**config.mk**
```make
export PLATFORM = sky130hd
export DESIGN_NAME = uart_rx_queue
export DESIGN_NICKNAME = d
export VERILOG_FILES = /design/src/rtl/uart_rxq_pkg.sv /design/src/rtl/uart_rxq_ingress.sv /design/src/rtl/uart_rxq_store.sv /design/src/rtl/uart_rxq_ctrl.sv /design/src/rtl/uart_rxq_status.sv /design/src/rtl/uart_rx_queue.sv
export SDC_FILE = /design/constraint.sdc
export NUM_CORES = 1
export LEC_CHECK = 0
export ABC_AREA = 1
export CAP_MARGIN = 20
export CORE_ASPECT_RATIO = 1.75
export CORE_MARGIN = 2
export CORE_UTILIZATION = 41
export DETAILED_ROUTE_END_ITERATION = 7
export MAX_ROUTING_LAYER = met4
export PLACE_DENSITY = 0.68
export SYNTH_ARGS = -nofsm -noshare
export SYNTH_HDL_FRONTEND = slang
export SYNTH_SLANG_ARGS = --single-unit
```
**constraint.sdc**
```tcl
create_clock -name clk -period 2.45 [get_ports clk]
set_clock_uncertainty 0.15 [all_clocks]
set_input_delay 0.49 -clock clk [delete_from_list [all_inputs] [get_ports clk]]
set_output_delay 0.49 -clock clk [all_outputs]
set_load 0.01 [all_outputs]
```
**src/rtl/uart_rxq_pkg.sv**
```systemverilog
package uart_rxq_pkg;
  localparam int CHAR_W  = 8;
  localparam int ERR_W   = 4;
  localparam int ENTRY_W = CHAR_W + ERR_W;

  typedef struct packed {
    logic ovr;
    logic brk;
    logic par;
    logic frm;
  } rxq_err_t;

  typedef struct packed {
    rxq_err_t           err;
    logic [CHAR_W-1:0]  data;
  } rxq_entry_t;
endpackage

```
**src/rtl/uart_rxq_ingress.sv**
```systemverilog
module uart_rxq_ingress
  import uart_rxq_pkg::*;
(
  input  logic              loopback_en,
  input  logic              can_accept,
  input  logic              rx_valid,
  input  logic [CHAR_W-1:0] rx_data,
  input  logic              rx_frm_err,
  input  logic              rx_par_err,
  input  logic              rx_brk,
  input  logic              lb_valid,
  input  logic [CHAR_W-1:0] lb_data,
  input  logic              lb_brk,
  output logic              rx_ready,
  output logic              lb_ready,
  output logic              push_req,
  output logic              drop,
  output rxq_entry_t        push_entry
);
  rxq_entry_t rx_form, lb_form;
  logic       sel_valid;

  // Break beats carry a zero character with only the break flag set.
  always_comb begin
    rx_form          = '0;
    rx_form.err.brk  = rx_brk;
    rx_form.err.frm  = rx_frm_err & ~rx_brk;
    rx_form.err.par  = rx_par_err & ~rx_brk;
    rx_form.data     = rx_brk ? '0 : rx_data;
    lb_form          = '0;
    lb_form.err.brk  = lb_brk;
    lb_form.data     = lb_brk ? '0 : lb_data;
  end

  assign rx_ready   = can_accept & ~loopback_en;
  assign lb_ready   = can_accept &  loopback_en;
  assign sel_valid  = loopback_en ? lb_valid : rx_valid;
  assign push_req   = sel_valid & can_accept;
  assign drop       = sel_valid & ~can_accept;
  assign push_entry = loopback_en ? lb_form : rx_form;
endmodule

```
**src/rtl/uart_rxq_store.sv**
```systemverilog
module uart_rxq_store
  import uart_rxq_pkg::*;
#(
  parameter int DEPTH = 16,
  localparam int AW   = $clog2(DEPTH)
) (
  input  logic          clk,
  input  logic          wr_en,
  input  logic [AW-1:0] wr_slot,
  input  rxq_entry_t    wr_entry,
  input  logic [AW-1:0] rd_slot,
  output rxq_entry_t    rd_entry
);
  rxq_entry_t slot_q [DEPTH];

  for (genvar i = 0; i < DEPTH; i++) begin : g_slot
    always_ff @(posedge clk) begin
      if (wr_en && wr_slot == AW'(i)) slot_q[i] <= wr_entry;
    end
  end

  assign rd_entry = slot_q[rd_slot];
endmodule

```
**src/rtl/uart_rxq_ctrl.sv**
```systemverilog
module uart_rxq_ctrl #(
  parameter int DEPTH = 16,
  parameter int TRIG  = 1,
  localparam int AW   = $clog2(DEPTH),
  localparam int CW   = AW + 1
) (
  input  logic          clk,
  input  logic          rst_n,
  input  logic          fifo_en,
  input  logic          push_req,
  input  logic          pop_req,
  output logic          wr_en,
  output logic [AW-1:0] wr_slot,
  output logic [AW-1:0] rd_slot,
  output logic          can_accept,
  output logic          pop_eff,
  output logic          full,
  output logic          empty,
  output logic          irq
);
  logic          mode_q, flush;
  logic [CW-1:0] cnt_q, cnt_after_pop, cnt_next, depth_cur;
  logic [AW-1:0] pos_q, pos_next, mask;
  logic          full_next, empty_next, irq_next;

  assign flush      = fifo_en ^ mode_q;
  assign depth_cur  = fifo_en ? CW'(DEPTH) : CW'(1);
  assign mask       = fifo_en ? AW'(DEPTH - 1) : '0;
  assign can_accept = (cnt_q < depth_cur) & ~flush;
  assign pop_eff    = pop_req & ~flush;
  assign wr_en      = push_req;
  assign wr_slot    = (pos_q + cnt_q[AW-1:0]) & mask;
  assign rd_slot    = pos_q;

  always_comb begin
    cnt_after_pop = cnt_q;
    pos_next      = pos_q;
    if (pop_eff && cnt_q != '0) begin
      cnt_after_pop = cnt_q - CW'(1);
      pos_next      = (pos_q + AW'(1)) & mask;
    end
    cnt_next   = cnt_after_pop + CW'(push_req);
    full_next  = full;
    empty_next = empty;
    irq_next   = irq;
    // Pop is applied first, then the push.
    if (pop_eff) begin
      full_next = 1'b0;
      if (cnt_after_pop == '0) empty_next = 1'b1;
      if (cnt_after_pop + CW'(1) == CW'(TRIG)) irq_next = 1'b0;
    end
    if (push_req) begin
      empty_next = 1'b0;
      if (cnt_next == depth_cur) full_next = 1'b1;
      if (cnt_next == CW'(TRIG)) irq_next = 1'b1;
    end
    if (flush) begin
      cnt_next   = '0;
      pos_next   = '0;
      full_next  = 1'b0;
      empty_next = 1'b1;
    end
  end

  always_ff @(posedge clk) begin
    if (!rst_n) begin
      mode_q <= 1'b0;
      cnt_q  <= '0;
      pos_q  <= '0;
      full   <= 1'b0;
      empty  <= 1'b1;
      irq    <= 1'b0;
    end else begin
      mode_q <= fifo_en;
      cnt_q  <= cnt_next;
      pos_q  <= pos_next;
      full   <= full_next;
      empty  <= empty_next;
      irq    <= irq_next;
    end
  end

  // empty flag agrees with the count
  a_r4_empty_tracks_count: assert property (@(posedge clk) disable iff (!rst_n)
    empty == (cnt_q == '0));
  // full flag agrees with the count outside a flush cycle
  a_r4_full_tracks_count: assert property (@(posedge clk) disable iff (!rst_n)
    (full && !flush) |-> cnt_q == depth_cur);
  // count never exceeds the capacity
  a_r2_count_bound: assert property (@(posedge clk) disable iff (!rst_n)
    !flush |-> cnt_q <= depth_cur);
  // a pop always drops the full flag
  a_r4_pop_clears_full: assert property (@(posedge clk) disable iff (!rst_n)
    pop_eff |=> !full);
  // simultaneous push and pop keep the count
  a_r11_pushpop_keeps_count: assert property (@(posedge clk) disable iff (!rst_n)
    (wr_en && pop_eff && cnt_q != '0) |=> cnt_q == $past(cnt_q));
  // the interrupt only rises after an accepted beat
  a_r5_irq_rise_needs_push: assert property (@(posedge clk) disable iff (!rst_n)
    $rose(irq) |-> $past(wr_en));
  // a mode change leaves the queue empty
  a_r10_flush_empties: assert property (@(posedge clk) disable iff (!rst_n)
    flush |=> (empty && !full));
endmodule

```
**src/rtl/uart_rxq_status.sv**
```systemverilog
module uart_rxq_status
  import uart_rxq_pkg::*;
(
  input  logic     clk,
  input  logic     rst_n,
  input  logic     clr,
  input  logic     pop,
  input  rxq_err_t pop_err,
  input  logic     drop,
  output rxq_err_t stat
);
  rxq_err_t stat_next;

  always_comb begin
    stat_next = stat;
    if (clr) stat_next = '0;
    if (pop) stat_next = pop_err;
    if (drop) stat_next.ovr = 1'b1;
  end

  always_ff @(posedge clk) begin
    if (!rst_n) stat <= '0;
    else        stat <= stat_next;
  end

  // a discarded beat raises the overrun flag
  a_r7_drop_sets_ovr: assert property (@(posedge clk) disable iff (!rst_n)
    drop |=> stat.ovr);
  // a pop loads the popped entry's error bits
  a_r6_pop_copies_err: assert property (@(posedge clk) disable iff (!rst_n)
    (pop && !drop) |=> stat == $past(pop_err));
endmodule

```
**src/rtl/uart_rx_queue.sv**
```systemverilog
module uart_rx_queue
  import uart_rxq_pkg::*;
#(
  parameter int DEPTH = 16,
  parameter int TRIG  = 1,
  localparam int AW   = $clog2(DEPTH)
) (
  input  logic               clk,
  input  logic               rst_n,
  input  logic               fifo_en,
  input  logic               loopback_en,
  input  logic               rx_valid,
  output logic               rx_ready,
  input  logic [CHAR_W-1:0]  rx_data,
  input  logic               rx_frm_err,
  input  logic               rx_par_err,
  input  logic               rx_brk,
  input  logic               lb_valid,
  output logic               lb_ready,
  input  logic [CHAR_W-1:0]  lb_data,
  input  logic               lb_brk,
  input  logic               rd_stb,
  output logic [ENTRY_W-1:0] rd_entry,
  input  logic               stat_clr,
  output logic [ERR_W-1:0]   stat_err,
  output logic               can_accept,
  output logic               full,
  output logic               empty,
  output logic               rx_irq
);
  logic          push_req, drop, wr_en, pop_eff;
  logic [AW-1:0] wr_slot, rd_slot;
  rxq_entry_t    push_entry, head;
  rxq_err_t      stat;

  uart_rxq_ingress u_ingress (
    .loopback_en (loopback_en), .can_accept (can_accept),
    .rx_valid    (rx_valid),    .rx_data    (rx_data),
    .rx_frm_err  (rx_frm_err),  .rx_par_err (rx_par_err),
    .rx_brk      (rx_brk),      .lb_valid   (lb_valid),
    .lb_data     (lb_data),     .lb_brk     (lb_brk),
    .rx_ready    (rx_ready),    .lb_ready   (lb_ready),
    .push_req    (push_req),    .drop       (drop),
    .push_entry  (push_entry)
  );

  uart_rxq_ctrl #(.DEPTH(DEPTH), .TRIG(TRIG)) u_ctrl (
    .clk        (clk),        .rst_n   (rst_n),
    .fifo_en    (fifo_en),    .push_req(push_req),
    .pop_req    (rd_stb),     .wr_en   (wr_en),
    .wr_slot    (wr_slot),    .rd_slot (rd_slot),
    .can_accept (can_accept), .pop_eff (pop_eff),
    .full       (full),       .empty   (empty),
    .irq        (rx_irq)
  );

  uart_rxq_store #(.DEPTH(DEPTH)) u_store (
    .clk      (clk),     .wr_en   (wr_en),
    .wr_slot  (wr_slot), .wr_entry(push_entry),
    .rd_slot  (rd_slot), .rd_entry(head)
  );

  uart_rxq_status u_status (
    .clk   (clk),     .rst_n  (rst_n),
    .clr   (stat_clr), .pop   (pop_eff),
    .pop_err(head.err), .drop (drop),
    .stat  (stat)
  );

  assign rd_entry = head;
  assign stat_err = stat;
endmodule

```
* Word level (Yosys, flattened, before mapping)
Memory sizes are Yosys's and may differ from the RTL's. A register that Yosys moved wholly into a read port is not among the register bits.
Index checks and enable logic that the tools add are counted.
W data, S select, Z words.
** Storage, ports and cells
- Register bits :: 17
- RAM bits :: 176
- Input port bits :: 28
- Output and inout bits :: 22
- Word-level logic and storage cells :: 191
- Memories kept :: 1
** Memories
- u_store.slot_q :: words 16, bits a word 11, rd ports 1, clocked after Yosys merged registers in 1, wr ports 1, line uart_rxq_store.sv:14 : rxq_entry_t slot_q [DEPTH];
** Operators by class
- $add $sub $neg :: 5
- $lt $le $gt $ge :: 1
- Eq/ne operators :: 18
- Multiplexer cells :: 99
- Bitwise operators :: 16
- Reductions and logical operators :: 41
** Operators by type and width (number)
- $mux W11 :: 16
- $reduce_or A11 Y1 :: 15
- $mux W4 :: 20
- $mux W1 :: 59
- $eq A4 B4 Y1 const B :: 8
- $logic_and A1 B1 Y1 :: 17
- $eq A4 B3 Y1 const B :: 4
- $mux W8 :: 2
- $eq A5 B1 Y1 const B :: 2
- $mux W5 :: 2
- $and A1 B1 Y1 :: 8
- $and A4 B4 Y4 :: 2
- $eq A4 B2 Y1 const B :: 2
- $reduce_bool A2 Y1 :: 3
- $add A5 B1 Y5 :: 1
- $add A5 B1 Y5 const B :: 1
- $eq A5 B5 Y1 :: 1
- $logic_not A5 Y1 :: 1
- $lt A5 B5 Y1 :: 1
- $not A1 Y1 :: 5
- $reduce_bool A5 Y1 :: 1
- $sub A5 B1 Y5 const B :: 1
- $add A4 B1 Y4 const B :: 1
- $add A4 B4 Y4 :: 1
- other kinds (6) :: 6

* Logic depth before layout (Yosys ltp)
Gate-level depths: netlist of run 1.
- Depth after elaboration :: 23
- Gate-level depth with buffers :: 17
- Mapped depth without buffers :: 16

* By module
Synthesis of run 1 repeated with hierarchy kept, for this count alone.
** Second synthesis, totals
- Cells, all modules :: 1018
- Area total of the unflattened synthesis :: 9766.9 um^2
** Modules (own cells, without submodules)
- uart_rxq_store :: instances 1, cells an instance 803, area an instance 8324.2 um^2, seq. area each 5765.5 um^2
- uart_rxq_ctrl :: instances 1, cells an instance 151, area an instance 1097.3 um^2, seq. area each 260.2 um^2
- uart_rxq_ingress :: instances 1, cells an instance 46, area an instance 200.2 um^2, seq. area each 0.0 um^2
- uart_rxq_status :: instances 1, cells an instance 18, area an instance 145.1 um^2, seq. area each 80.1 um^2

* Worst setup path before layout of run 1
No wires, ideal clock.
- Path kind :: register to register
- Start point :: register u_ctrl.cnt_q[2]
- End point :: memory u_store.slot_q[12][0] in the netlist's numbering (enable)
- Setup time :: 0.378 ns
- Data arrival time :: 1.859 ns
- Data required time :: 1.922 ns
- Slack :: 0.063 ns
- Stages on the path, launching flop included :: 10
- Path buffers :: 0
- Clock period less this slack :: 2.387 ns
- Cell sequence :: dfxtp_1 > ha_1 > nand2_1 > nor2_1 > a211oi_1 > or2_2 > nand3_1 > inv_1 > nand2_1 > nor2_1
** Between the ends
- Longest elaborated chain between the ends :: 22
- Elaborated cells between the ends (all ways) :: 114
- Classes of those cells :: add/sub: 1; order compare: 1; eq/ne: 15; mux: 62; bitwise: 3; reduce/logical: 32
** RTL lines
- start, declared :: line uart_rxq_ctrl.sv:22 : logic [CW-1:0] cnt_q, cnt_after_pop, cnt_next, depth_cur;
- start signal, assigned :: line uart_rxq_ctrl.sv:75 : cnt_q <= cnt_next;
- $add A4 B4 Y4 / $lt A5 B5 Y1 (equally long branches) :: line uart_rxq_ctrl.sv:32, uart_rxq_ctrl.sv:29
- $and A4 B4 Y4 / $and A1 B1 Y1 (equally long branches) :: line uart_rxq_ctrl.sv:32, uart_rxq_ctrl.sv:29
- $eq A4 B1 Y1 / $and A1 B1 Y1 (equally long branches) :: line uart_rxq_store.sv:18, uart_rxq_ingress.sv:38
- $logic_and A1 B1 Y1 :: line uart_rxq_store.sv:18 : if (wr_en && wr_slot == AW'(i)) slot_q[i] <= wr_entry;
- $mux W1 :: line uart_rxq_store.sv:18
- $mux W1 (implied by the code) :: line uart_rxq_store.sv:18
- $reduce_or A11 Y1 (no line)
- $mux W4 (no line) / $mux W1 (equally long branches) (15 in a row)
- end, declared :: line uart_rxq_store.sv:14
Parallel ways exist; a longest one is shown, timed or not.

==> run metrics, run 1 <==
Yosys top cell area share around 62%; GP Congestion 0.855; vias in the first global route about 5,800; switch share roughly a fifth; RR Startpoint u_ctrl.cnt_q[2]; Starting Density between 40% and 50%; clock group share of total power a little under two fifths; CTS Buffer Depth 2; largest family of logic cells by synthesized area compound AO/OA/AOI/OAI gates; worst-margin pin slew between 0.7 and 0.8 ns; Synth area leader edfxtp_1; Post-Syn Nets around 700; Tcrit/Tclk final 110%; CP arrival approximately 2 ns; vias between 5,000 and 6,000; simple-gate area share of the yosys netlist between 7 and 8%; reg2reg path depth 10; die width about 110 um; drt wl/cell 18.8 um; Global Route Usage Sum a little under a fifth; Slew HR 52.1%; Post-DP Area 9900 sq um; antenna viol nets, final 0; CP required 1.81 ns; P_leak 3.97 nW; largest net degree at the start of global routing 45; Die H 194 um; RSZ-0062 raised after global routing yes; Setup CP Type flip-flop to output port; hold buffers post-CTS 0; max cap viols 0; Core Util, Final between 50% and 60%; final instance area approximately 11,000 sq um; Syn. warnings 0; Final Hold Violating Endpoints 0; ys flop type edfxtp_1; failing checks setup timing; setup slack after layout -0.248 ns; worst-path maximum fanout 7; Worst setup EP type output port; FMAX approximately 370 MHz; FP Rows 69; CTS clk-pin slew, worst paths 0.07 ns; power share of the combinational group approximately 7.7%; TritonCTS clock tree done; Net count, final 862; # diodes 0; total power draw just under 0.007 W; Worst setup endpoint rd_entry[10]; TritonCTS buffer count 17; Synth Register Bits around 200; clk sink count 197; number of synthesized flops with an enable pin ~180; IO Pins 50; WL final 20.4 mm; post-synthesis xor/xnor area fraction less than 1%; r2r endpoint u_store.slot_q[15][6]; port bufs 48; Initial DRT Pass Iterations 6; Worst Hold Slack 0.319 ns; share of flip-flops with an asynchronous set or reset 0%; Pwr Density 625 nW/um^2; worst min path class flip-flop to flip-flop; Clk Latency, worst-skew pair 0.43 ns; antenna violations before repair 0; Die ar. around 22,000 sq um; crit path launch type flip-flop; Syn Inst Count 681; Clk Tree Root Cell clkbuf_16; Residual DRC 0; vias per std cell around 5.3; mux share of post-synthesis cell area 5.31%; status finished, violations left; synth top area cells edfxtp_1 (62%), mux2i_1 (5.3%), dfxtp_1 (5.0%); Sw Pwr between 0.001 and 0.0015 W; Worst R2R Setup Slack 0.06 ns; layout cells sized above 1 a little over a quarter; Max Slew Vio Count 0; first-pass GRT wire length between 30 and 40 mm; Flop pwr share 54.2%; Post-Syn Area around 8500 sq um; Synth Area in Adders 1.42%; CORE AREA around 20,000 sq um; min Tclk post-route between 2 and 3 ns; initial DRC count about 330; # setup viols final 11; Synth cell types 37; Fin Setup TNS -1.89 ns; Seq/Total Area, Yosys between 60% and 70%; Syn-to-layout area delta 29.0%; GR Overflow Total 0; P_int 0.00541 W; FILL cells approximately 1,600; CTS H-tree depth 4; DP Wirelength 13.7 mm; synthesized area per cell about 12 sq um; VDD IR max 433 uV; compound-gate portion of the synthesized area roughly 12%
critical path: stages, from the launching register on:
cell and delay [ns]:
dfxtp_4 0.45, buf_12 0.17, buf_8 0.13, a21oi_2 0.06
o21ai_1 0.09, o21ai_1 0.08, o211ai_1 0.28, nand2_1 0.18
buf_2 0.18
power by group through the flow:
stage / clock, W / combinational [W] / sequential, W
after floorplan: 0 / 0.000224 / 0.00378
after global placement: 0 / 0.000481 / 0.00378
after global routing: 0.00277 / 0.000564 / 0.00370
final: 0.00261 / 0.000523 / 0.00370
after CTS: 0.00264 / 0.000497 / 0.00370
after detailed placement: 0 / 0.000486 / 0.00378
Yosys cell counts, types with 4 or more instances:
library cell	n
edfxtp_1	176
inv_1	79
o21ai_0	60
a21oi_1	52
nand2_1	51
o211ai_1	46
mux2i_1	45
nor2_1	39
dfxtp_1	21
nand3_1	16
buf_2	14
clkbuf_1	13
a22o_1	8
ha_1	8
nand3_2	6
nand2_2	5
inv_2	4
nand2_4	4
nand4_1	4
xor2_1	4
per-stage QoR:
step	std cells	setup slack, ns
CTS	1077	-0.252
floorplan	681	0.0630
finish	1085	-0.248
global route	1085	-0.305
detailed placement	1031	-0.529
global placement	1031	-0.497
layer usage:
metal	track usage [%]	routed length, um
met3	2.41	643
met4	11.3	977
met5	-	0
met2	36.6	11800
met1	17.7	6960
placed cells by master (no fill, tap or decap), types with 4 or more instances in the layout:
cell	n
buf_8	4
clkinv_1	4
nor2_2	9
edfxtp_1	176
nand4_1	4
o21ai_2	7
inv_1	76
o21ai_0	32
buf_6	13
clkbuf_16	17
a22o_1	8
mux2i_1	41
buf_2	8
buf_4	80
nor2_4	4
nand2_4	5
clkdlybuf4s50_1	33
nand2_2	10
a21oi_2	6
ha_1	5
o21ai_1	24
nand3_2	6
o211ai_1	46
buf_12	11
nand3_1	15
inv_2	6
a21oi_1	46
nand2_1	45
dfxtp_1	16
nor2_1	29
registers in the layout, summed over array words and instances (netlist names), named ones only:
signal and cells:
u_store.slot_q 176, u_ctrl.cnt_q 5, u_ctrl.rd_slot 4, u_status.stat 4, u_ctrl.empty 1, u_ctrl.full 1
u_ctrl.irq 1, u_ctrl.mode_q 1
worst min-delay path by stage:
stage	cells past startpoint	end	startpoint	slack, ns
floorplan	2	u_ctrl.full	u_ctrl.full	0.34
global placement	2	u_status.stat[0]	u_status.stat[0]	0.31
detailed placement	2	u_status.stat[0]	u_status.stat[0]	0.31
CTS	2	u_status.stat[0]	u_status.stat[0]	0.32
global route	2	u_ctrl.irq	u_ctrl.irq	0.35
finish	2	u_status.stat[0]	u_status.stat[0]	0.32
layout make-up:
cell class	instances	area, sq um	share of cell area [%]
Sequential cell	197	5720	52.3
Multi-Input combinational cell	368	2490	22.8
Timing Repair Buffer	158	1560	14.3
Clock buffer	20	437	3.99
Inverter	83	314	2.87
Tap cell	248	310	2.84
Clock inverter	11	111	1.02
logic make-up (layout without fill, tap and decap cells):
group | count (synthesis) | count (layout)
DFF | 197 | 197
AOI/OAI and AO/OA | 173 | 173
xor gates and xnor gates | 5 | 5
and+or+nand+nor | 135 | 135
muxes | 45 | 45
other | 1 | 1
buffers and inverters | 116 | 272
adders and majority gates | 9 | 9
what timing repair did:
action | 4_1_cts | 5_1_grt
hold endpoints to repair | 0 | 0
setup buffers | 12 | 7
gates cloned | 4 | 0
resized for setup | 108 | 48
pin swaps | 27 | 19
endpoints found under the setup margin | 38 | 194
No activity file was read; power rests on OpenSTA's default activity.
==> inputs of run 2 (changes only) <==
Settings changed: GPL_TIMING_DRIVEN set to 0, REMOVE_ABC_BUFFERS set to 1.
==> run metrics, run 2 (same netlist as run 1, synthesis figures left out) <==
TritonCTS buffer count 17 (unchanged); antenna viol nets, final 0 (unchanged); Clk Tree Root Cell clkbuf_16 (unchanged); layout cells sized above 1 29.6% (was 26.2%); commonest non-fill, non-tap cell in the layout edfxtp_1 (unchanged); max FFs per register 176 (unchanged); port bufs 48 (unchanged); commonest non-fill, non-tap cells in the layout edfxtp_1 (176), inv_1 (71), buf_4 (64) (was edfxtp_1 (176), buf_4 (80), inv_1 (76)); min Tclk post-route 2.65 ns (was 2.70 ns); DP Wirelength 12.4 mm (was 13.7 mm); failing checks setup timing (unchanged); FMAX 377 MHz (was 371 MHz); Core Util, Final 56.1% (was 53.9%); Worst setup EP type output port (unchanged); largest net degree at the start of global routing 45 (unchanged); CP required 1.81 ns (about the same); Global Route Usage Sum 21.5% (was 19.2%); Setup CP Type flip-flop to output port (unchanged); worst min path class input pin to flip-flop (was flip-flop to flip-flop); TritonCTS clock tree done (unchanged); Tcrit/Tclk final 108% (was 110%); Residual DRC 0 (unchanged); CP arrival 2.01 ns (was 2.06 ns); worst-path maximum fanout 8 (was 7); Max Slew Vio Count 0 (unchanged); crit path launch type flip-flop (unchanged); Net count, final 864 (was 862); CTS clk-pin slew, worst paths 0.07 ns (about the same); CTS H-tree depth 4 (unchanged); vias 6,137 (was 5,736); critical path, cell by cell buf_12 > buf_12 > buf_8 > mux2i_1 > o211ai_1 > o211ai_1 > nand2_1 > buf_6 (was buf_12 > buf_8 > a21oi_2 > o21ai_1 > o21ai_1 > o211ai_1 > nand2_1 > buf_2); vias in the first global route 5,983 (was 5,796); CP max stage cell dfxtp_4 (unchanged); CTS Buffer Depth 2 (unchanged); CORE AREA 20,300 sq um (unchanged); drt wl/cell 21.8 um (was 18.8 um); vias per std cell 5.64 (was 5.29); Top reg by flops u_store.slot_q (unchanged); setup slack after layout -0.202 ns (was -0.248 ns); Initial DRT Pass Iterations 7 (was 6); Die H 194 um (unchanged); WL final 23.7 mm (was 20.4 mm); Die ar. 21,900 sq um (unchanged); slowest stage delay, CP 0.37 ns (was 0.45 ns); FP Rows 69 (unchanged); Syn-to-layout area delta 34.2% (was 29.0%); RSZ-0062 raised after global routing yes (unchanged); first-pass GRT wire length 33.7 mm (was 30.5 mm); P_leak 4.10 nW (was 3.97 nW); IO Pins 50 (unchanged); Largest regs u_store.slot_q (176), u_ctrl.cnt_q (5) (unchanged); Clk Latency, worst-skew pair 0.43 ns (about the same); Slew HR 36.0% (was 52.1%); FILL cells 1,527 (was 1,624); die width 113 um (unchanged); max cap viols 0 (unchanged); Starting Density 41.8% (unchanged); antenna violations before repair 0 (unchanged); worst-margin pin slew 0.957 ns (was 0.719 ns); VDD IR max 570 uV (was 433 uV); GR Overflow Total 0 (unchanged); clk sink count 197 (unchanged); initial DRC count 490 (was 328); Pwr Density 616 nW/um^2 (was 625 nW/um^2); DP Cell Count 960 (was 1,031); hold buffers post-CTS 0 (unchanged); # setup viols final 52 (was 11); status finished, violations left (unchanged); non-filler cells in the finished layout 1,088 (was 1,085); # diodes 0 (unchanged); GP Congestion 0.853 (was 0.855); Final Hold Violating Endpoints 0 (unchanged)
## run 2: cell types whose count changed in the layout (fill, tap and decap cells not counted), sizes merged, moves of 2 or more
cell           before  now
dlygate4sd2         3    1
dlymetal6s2s        0    3
clkinvlp            3    7
clkdlybuf4s50      33   31
## run 2: what timing repair did
action / 4_1_cts / 5_1_grt
resized for setup: 144 / 86
setup buffers: 66 / 21
endpoints found under the setup margin: 238 / 367
hold endpoints to repair: 0 / 0
pin swaps: 31 / 29
cloned: 9 / 2
## run 2: metal layers
| metal | vias to the layer above | wire (um) | GRT usage, % |
|---|---|---|---|
| met5 | - | 0 | - |
| met4 | 0 | 1560 | 12.6 |
| met3 | 111 | 1550 | 3.53 |
| met2 | 311 | 12300 | 36.1 |
| met1 | 2971 | 8360 | 23.7 |
| li1 | 2744 | - | - |
## run 2: metrics by stage
step | setup WS, ns | power [W] | cell area, sq um | hold slack, ns | TNS (ns)
after global routing | -0.259 | 0.00722 | 11400 | 0.198 | -6.68
after CTS | -0.184 | 0.00695 | 11000 | 0.169 | -1.62
after global placement | -3.81 | 0.00417 | 9110 | 0.306 | -414.76
after detailed placement | -1.55 | 0.00418 | 9340 | 0.308 | -329.74
final | -0.202 | 0.00701 | 11400 | 0.185 | -2.10
after floorplan | -1.83 | 0.00399 | 8320 | 0.337 | -24.73
## run 2: worst max-delay path: cells and delay by family, from the launching register on
| family | cells | cell delay (ns) |
|---|---|---|
| buffers and inverters | 4 | 0.54 |
| flip-flops | 1 | 0.37 |
| AO/OA/AOI/OAI | 2 | 0.36 |
| AND/OR/NAND/NOR | 1 | 0.19 |
| multiplexers | 1 | 0.11 |
## run 2: final timing paths
check / from / end / slack [ns] / cells past startpoint
worst max-delay path: flip-flop / rd_entry[7] / -0.20 / 8
worst min-delay path: fifo_en / u_ctrl.mode_q / 0.18 / 3
worst max register to register: u_ctrl.rd_slot[2] / u_store.slot_q[10][2] / -0.02 / 10
worst min register to register: u_ctrl.irq / u_ctrl.irq / 0.32 / 2
## run 2: cell type report
cell class / count / area (sq um) / share of cell area, %
multi-input cells: 368 / 2630 / 23.1
flip-flops and latches: 197 / 5730 / 50.4
repair inverters: 1 / 7.51 / 0.0660
well taps: 248 / 310 / 2.73
repair buffers: 159 / 1770 / 15.5
clock inverters: 14 / 160 / 1.41
clock buffers: 18 / 429 / 3.77
inverters: 83 / 337 / 2.96
## run 2: power breakdown
part           switching, W  leakage (nW)  internal (W)
logic              0.000293          2.04      0.000232
clock network       0.00119         0.277       0.00160
registers         0.0000161          1.79       0.00369
